File: config.mk
export PLATFORM = sky130hd
export DESIGN_NAME = los_loc_supervisor
export DESIGN_NICKNAME = d
export VERILOG_FILES = /design/src/rtl/lsv_pkg.sv /design/src/rtl/lsv_edge_sync.sv /design/src/rtl/lsv_zero_run.sv /design/src/rtl/lsv_gap_mon.sv /design/src/rtl/lsv_out_gate.sv /design/src/rtl/los_loc_supervisor.sv
export SDC_FILE = /design/constraint.sdc
export NUM_CORES = 1
export LEC_CHECK = 0
export ABC_AREA = 1
export BUFFER_PORTS_ARGS = -buffer_cell sky130_fd_sc_hd__buf_2
export CAP_MARGIN = 20
export CORE_ASPECT_RATIO = 1.25
export CORE_MARGIN = 1.5
export CORE_UTILIZATION = 48
export DETAILED_ROUTE_END_ITERATION = 7
export GPL_ROUTABILITY_DRIVEN = 0
export PLACE_DENSITY = 0.84
export SETUP_SLACK_MARGIN = 0.05
export SYNTH_ARGS = -nofsm -noshare
export SYNTH_HDL_FRONTEND = slang
export SYNTH_SLANG_ARGS = --single-unit
export TNS_END_PERCENT = 5
File: constraint.sdc
create_clock -name clk -period 1.4 [get_ports clk]
set_clock_uncertainty 0.15 [all_clocks]
set_input_delay 0.14 -clock clk [delete_from_list [all_inputs] [get_ports clk]]
set_output_delay 0.14 -clock clk [all_outputs]
set_load 0.005 [all_outputs]
File: src/rtl/lsv_pkg.sv
package lsv_pkg;
    typedef enum logic {
        RAIL_SINGLE = 1'b0,
        RAIL_DUAL   = 1'b1
    } rail_mode_e;

    typedef struct packed {
        logic sig_lost;
        logic clk_lost;
        logic squelch;
    } alarm_vec_t;
endpackage

File: src/rtl/lsv_edge_sync.sv
module lsv_edge_sync #(
    parameter int STAGES = 2
) (
    input  logic clk,
    input  logic rst_n,
    input  logic async_clk_i,
    input  logic async_dat_i,
    output logic edge_o,
    output logic bit_o
);
    localparam int TOP = STAGES - 1;

    typedef struct packed {
        logic [TOP:0] clk_sh;
        logic [TOP:0] dat_sh;
        logic         prev;
    } sync_t;

    sync_t s_d, s_q;

    always_comb begin
        s_d = s_q;
        if (STAGES > 1) begin
            s_d.clk_sh = {s_q.clk_sh[TOP-1:0], async_clk_i};
            s_d.dat_sh = {s_q.dat_sh[TOP-1:0], async_dat_i};
        end else begin
            s_d.clk_sh = async_clk_i;
            s_d.dat_sh = async_dat_i;
        end
        s_d.prev = s_q.clk_sh[TOP];
    end

    always_ff @(posedge clk or negedge rst_n) begin
        if (!rst_n) s_q <= '0;
        else        s_q <= s_d;
    end

    assign edge_o = s_q.clk_sh[TOP] & ~s_q.prev;
    assign bit_o  = s_q.dat_sh[TOP];

    // two edges are never flagged on consecutive cycles
    a_r7_edge_single: assert property (@(posedge clk) disable iff (!rst_n)
        edge_o |=> !edge_o);
endmodule

File: src/rtl/lsv_zero_run.sv
module lsv_zero_run #(
    parameter int ZERO_LIMIT = 128
) (
    input  logic clk,
    input  logic rst_n,
    input  logic bit_vld_i,
    input  logic bit_i,
    output logic dig_los_o
);
    localparam int SAT   = ZERO_LIMIT + 1;
    localparam int CNT_W = $clog2(SAT + 1);

    typedef struct packed {
        logic [CNT_W-1:0] run;
    } zr_t;

    zr_t z_d, z_q;

    always_comb begin
        z_d = z_q;
        if (bit_vld_i) begin
            if (bit_i)
                z_d.run = '0;
            else if (z_q.run != CNT_W'(SAT))
                z_d.run = z_q.run + 1'b1;
        end
    end

    always_ff @(posedge clk or negedge rst_n) begin
        if (!rst_n) z_q <= '0;
        else        z_q <= z_d;
    end

    assign dig_los_o = (z_q.run == CNT_W'(SAT));

    a_r1_no_overflow: assert property (@(posedge clk) disable iff (!rst_n)
        z_q.run <= CNT_W'(SAT));
    a_r1_one_clears: assert property (@(posedge clk) disable iff (!rst_n)
        (bit_vld_i && bit_i) |=> !dig_los_o);
    a_r1_rise_on_zero: assert property (@(posedge clk) disable iff (!rst_n)
        $rose(dig_los_o) |-> $past(bit_vld_i && !bit_i));
endmodule

File: src/rtl/lsv_gap_mon.sv
module lsv_gap_mon #(
    parameter int GAP_LIMIT = 4
) (
    input  logic clk,
    input  logic rst_n,
    input  logic edge_i,
    output logic absent_o
);
    localparam int GAP_W = $clog2(GAP_LIMIT + 1);

    typedef struct packed {
        logic [GAP_W-1:0] gap;
    } gm_t;

    gm_t g_d, g_q;

    always_comb begin
        g_d = g_q;
        if (edge_i)
            g_d.gap = '0;
        else if (g_q.gap != GAP_W'(GAP_LIMIT))
            g_d.gap = g_q.gap + 1'b1;
    end

    always_ff @(posedge clk or negedge rst_n) begin
        if (!rst_n) g_q <= '0;
        else        g_q <= g_d;
    end

    assign absent_o = (g_q.gap == GAP_W'(GAP_LIMIT));

    a_r7_edge_clears: assert property (@(posedge clk) disable iff (!rst_n)
        edge_i |=> !absent_o);
    a_r7_rise_no_edge: assert property (@(posedge clk) disable iff (!rst_n)
        $rose(absent_o) |-> $past(!edge_i));
endmodule

File: src/rtl/lsv_out_gate.sv
module lsv_out_gate
    import lsv_pkg::*;
(
    input  logic squelch_i,
    input  logic dual_rail_i,
    input  logic rec_clk_i,
    input  logic rx_pos_i,
    input  logic rx_neg_i,
    output logic rx_clk_o,
    output logic rx_p_o,
    output logic rx_n_o
);
    rail_mode_e mode;

    always_comb begin
        mode     = rail_mode_e'(dual_rail_i);
        rx_clk_o = rec_clk_i;
        rx_p_o   = rx_pos_i;
        rx_n_o   = rx_neg_i;
        if (squelch_i) begin
            rx_clk_o = 1'b1;
            if (mode == RAIL_DUAL) begin
                rx_p_o = 1'b0;
                rx_n_o = 1'b0;
            end else begin
                rx_p_o = 1'b1;
            end
        end
    end
endmodule

File: src/rtl/los_loc_supervisor.sv
module los_loc_supervisor
    import lsv_pkg::*;
#(
    parameter int ZERO_LIMIT  = 128,
    parameter int GAP_LIMIT   = 4,
    parameter int SYNC_STAGES = 2
) (
    input  logic clk,
    input  logic rst_n,
    input  logic rec_clk_i,
    input  logic rec_data_i,
    input  logic ana_los_i,
    input  logic loop_local_n_i,
    input  logic shutdown_i,
    input  logic alarm_test_n_i,
    input  logic dual_rail_i,
    input  logic rx_pos_i,
    input  logic rx_neg_i,
    output logic los_n_o,
    output logic loc_n_o,
    output logic rx_clk_o,
    output logic rx_p_o,
    output logic rx_n_o
);
    logic       bit_edge, bit_val, dig_los, clk_absent;
    alarm_vec_t alm;

    lsv_edge_sync #(.STAGES(SYNC_STAGES)) u_sync (
        .clk(clk), .rst_n(rst_n),
        .async_clk_i(rec_clk_i), .async_dat_i(rec_data_i),
        .edge_o(bit_edge), .bit_o(bit_val)
    );

    lsv_zero_run #(.ZERO_LIMIT(ZERO_LIMIT)) u_zero (
        .clk(clk), .rst_n(rst_n),
        .bit_vld_i(bit_edge), .bit_i(bit_val),
        .dig_los_o(dig_los)
    );

    lsv_gap_mon #(.GAP_LIMIT(GAP_LIMIT)) u_gap (
        .clk(clk), .rst_n(rst_n),
        .edge_i(bit_edge), .absent_o(clk_absent)
    );

    always_comb begin
        alm.sig_lost = (ana_los_i & loop_local_n_i) | dig_los;
        alm.squelch  = shutdown_i & alm.sig_lost;
        alm.clk_lost = alm.squelch | clk_absent;
        los_n_o      = ~(alm.sig_lost | ~alarm_test_n_i);
        loc_n_o      = ~(alm.clk_lost | ~alarm_test_n_i);
    end

    lsv_out_gate u_gate (
        .squelch_i(alm.squelch), .dual_rail_i(dual_rail_i),
        .rec_clk_i(rec_clk_i), .rx_pos_i(rx_pos_i), .rx_neg_i(rx_neg_i),
        .rx_clk_o(rx_clk_o), .rx_p_o(rx_p_o), .rx_n_o(rx_n_o)
    );

    a_r8_alarm_forces: assert property (@(posedge clk) disable iff (!rst_n)
        !alarm_test_n_i |-> (!los_n_o && !loc_n_o));
    a_r4_sd_loc: assert property (@(posedge clk) disable iff (!rst_n)
        (shutdown_i && !los_n_o) |-> !loc_n_o);
    a_r3_loop_ignores_analog: assert property (@(posedge clk) disable iff (!rst_n)
        (!loop_local_n_i && !dig_los && alarm_test_n_i) |-> los_n_o);
    a_r6_dual_squelch: assert property (@(posedge clk) disable iff (!rst_n)
        (dual_rail_i && shutdown_i && dig_los) |-> (!rx_p_o && !rx_n_o && rx_clk_o));
    a_r5_single_squelch: assert property (@(posedge clk) disable iff (!rst_n)
        (!dual_rail_i && shutdown_i && dig_los) |-> (rx_p_o && rx_clk_o));
endmodule

==> results_dict.tcl <==
set metrics [dict create \
    max_freq_mhz 550.6 \
    finalCritPeriodShare_pct 129.7 \
    slew_violations 0 \
    grt_first_pass_wirelength_mm 3.525 \
    hold_viol_final 0 \
    final_common_cell "nand2_1" \
    drt_wl_total_mm 2.204 \
    area_growth_syn_to_layout_pct 28.78 \
    synthCells 119 \
    critPathLaunchType "flop" \
    crit_path_end_kind "primary output" \
    viasPerCell 5.241 \
    vias 891 \
    grt-ovfl-total 0 \
    nets 167 \
    synth.avg_cell_area_um2 7.928 \
    antenna_cells 0 \
    crit_fanout 4 \
    setup_violations 13 \
    drv_cap 0 \
    ios 16 \
    cts_sinks 16 \
    ys_ff_latch 16 \
    grtUsageMet2_pct 42.93 \
    core_um2 1808 \
    rr_startpoint "u_zero.z_q[0]" \
    ir_drop_uv 1082 \
    cts_buffer_depth 2 \
    io_buffers 15 \
    drcViolationCount 0 \
    final_cell_mix "nand2_1, dfrtp_1, buf_2" \
    power_density_nw_per_um2 1021 \
    netlist_area_um2 943.4 \
    wl_per_cell_um 12.96 \
    place_area_um2 1106 \
    grt.busiest_layer "met2" \
    dp_hpwl_mm 1.519 \
    hp-class "input pin to async pin" \
    crit_start "u_zero.z_q[1]" \
    antenna_left 0 \
    failed_checks "setup timing" \
    cp.arrival_ns 1.53 \
    required_ns 1.11 \
    p_leak_nw 0.6384 \
    fin_cells 170 \
    synth_cell_types 25 \
    first_pass_iters 4 \
    worst_slack_ns -0.4160 \
    cts_tree "done" \
    grt_max_degree 17 \
    synth_top_area_share_pct 42.44 \
    drtIter0Drc 12 \
    synth_top_cell_by_area "dfrtp_1" \
    design_area_um2 1215 \
    grt_pass1_vias 890 \
    std_cell_rows 17 \
    dp.cells 162 \
    clkLatencyLatePin_ns 0.30 \
    grt_util_met3_pct 5.172 \
    clockRootBuffer "clkbuf_4" \
    die-area_um2 2242 \
    start_util_pct 52.18 \
    path_class "flop to primary output" \
    rsz0062_at_grt "yes" \
    antenna_found_initial 0 \
    yosys_warnings 0 \
    fin_crit_ns 1.816 \
    grt.met1_usage_pct 20.62 \
    cts.htree.levels 1 \
    yosys-top-cells-area "dfrtp_1, nand2_1, ha_1" \
    clk_pin_slew_worst_paths_ns 0.11 \
    finalSetupTns_ns -2.726 \
    drive_above_1_share_pct 30.46 \
    tightest_slew_ns 0.3771 \
    status "finished with violations" \
    numCtsBuffers 3 \
    die_x_um 42.65 \
    slew_headroom_pct 74.86 \
    grt_use_total_pct 21.85 \
    die_y_um 52.57 \
    seq_area_frac_synth_pct 42.44 \
    syn-num-nets 134 \
]
==> path summary, 6_finish.rpt <==
| path | end | slack, ns | cells after the start |
|---|---|---|---|
| hold reg to reg | u_sync.bit_o | 0.21 | 0 |
| hold / removal | u_zero.z_q[6] | 0.12 | 2 |
| max in group asynchronous | u_sync.s_q[0] | 0.69 | 2 |
| setup reg to reg | u_zero.z_q[7] | -0.14 | 7 |
| min in group clk | u_sync.bit_o | 0.21 | 0 |
| setup / recovery | rx_p_o | -0.42 | 8 |
==> synthesized netlist by cell type <==
library cell / number
nand3b_1: 2
nor3_1: 1
nor2_1: 13
xnor2_1: 1
nand2_2: 2
nand3_2: 1
dfrtp_1: 16
nand4_1: 1
nand2_4: 1
nor3_2: 1
nor2_4: 1
o21ai_2: 1
a21oi_1: 3
o21ai_0: 3
nor2_2: 1
nand2_1: 41
buf_6: 1
nor3b_1: 1
inv_1: 12
ha_1: 4
nand3_1: 7
nor2_8: 1
inv_2: 2
xor2_1: 1
nand2_8: 1
==> registers in the layout, indices dropped and copies added (netlist names) <==
register / flops
u_gap.g_q: 3
u_sync.bit_o: 1
u_sync.s_d: 3
u_sync.s_q: 1
u_zero.z_q: 8
==> logic make-up (layout without fill, tap and decap cells) <==
group                      after synthesis  after routing  synth area share, %
AOI/OAI and AO/OA                        7              7                4.111
xor gates and xnor gates                 2              2                1.857
adders and majority gates                4              4                5.305
buffers and inverters                   15             47                6.764
DFF                                     16             16                42.44
and+or+nand+nor                         75             75                39.52
==> layer usage <==
| layer | vias to the layer above | wire length, µm |
|---|---|---|
| met3 | 8 | 73 |
| met1 | 423 | 871 |
| met2 | 25 | 1199 |
| met4 | 0 | 59 |
| met5 | - | 0 |
| li1 | 435 | - |
==> where the power goes <==
| group | internal (mW) | switching [mW] | leakage (nW) |
|---|---|---|---|
| clock network | 0.159 | 0.160 | 0.0210 |
| registers | 0.526 | 0.0541 | 0.205 |
| logic | 0.158 | 0.182 | 0.413 |
==> per-stage QoR <==
step	power (mW)	hold slack (ns)	utilization, %	worst slack (ns)
2_1_floorplan	0.7782	-0.3056	-	0.04217
3_3_place_gp	0.8672	-0.08057	61.18	-0.03547
3_5_place_dp	0.9001	-0.07675	61.18	-0.09750
4_1_cts	1.219	0.1419	65.26	-0.4189
5_1_grt	1.316	0.1677	67.20	-0.5086
6_report	1.240	0.1225	67.20	-0.4160
==> critical path, cell delays in order (launching register included) <==
cell and delay (ns):
dfrtp_1 0.41, inv_2 0.07, ha_4 0.13, nand3_4 0.07
o21ai_4 0.21, nand2_2 0.10, nand2_1 0.07, nand2_1 0.05
buf_2 0.12
==> final cells by class <==
| class | count | area, µm² |
|---|---|---|
| flip-flops and latches | 16 | 400.4 |
| repair buffers | 29 | 187.7 |
| multi-input cells | 88 | 514.2 |
| inverters | 14 | 52.55 |
| well taps | 19 | 23.77 |
| clock buffers | 4 | 36.28 |
| fillers | 127 | 593.1 |
==> timing repair <==
item / 4_1_cts / 5_1_grt
gates resized for setup: 1 / 7
pin swaps: 1 / 2
hold buffers: 3 / 0
setup buffers: 0 / 1
cloned: 0 / 0
endpoints found under the hold margin: 18 / 0
endpoints found under the setup margin: 13 / 14
Note: power is estimated with default switching activity, not from simulation.
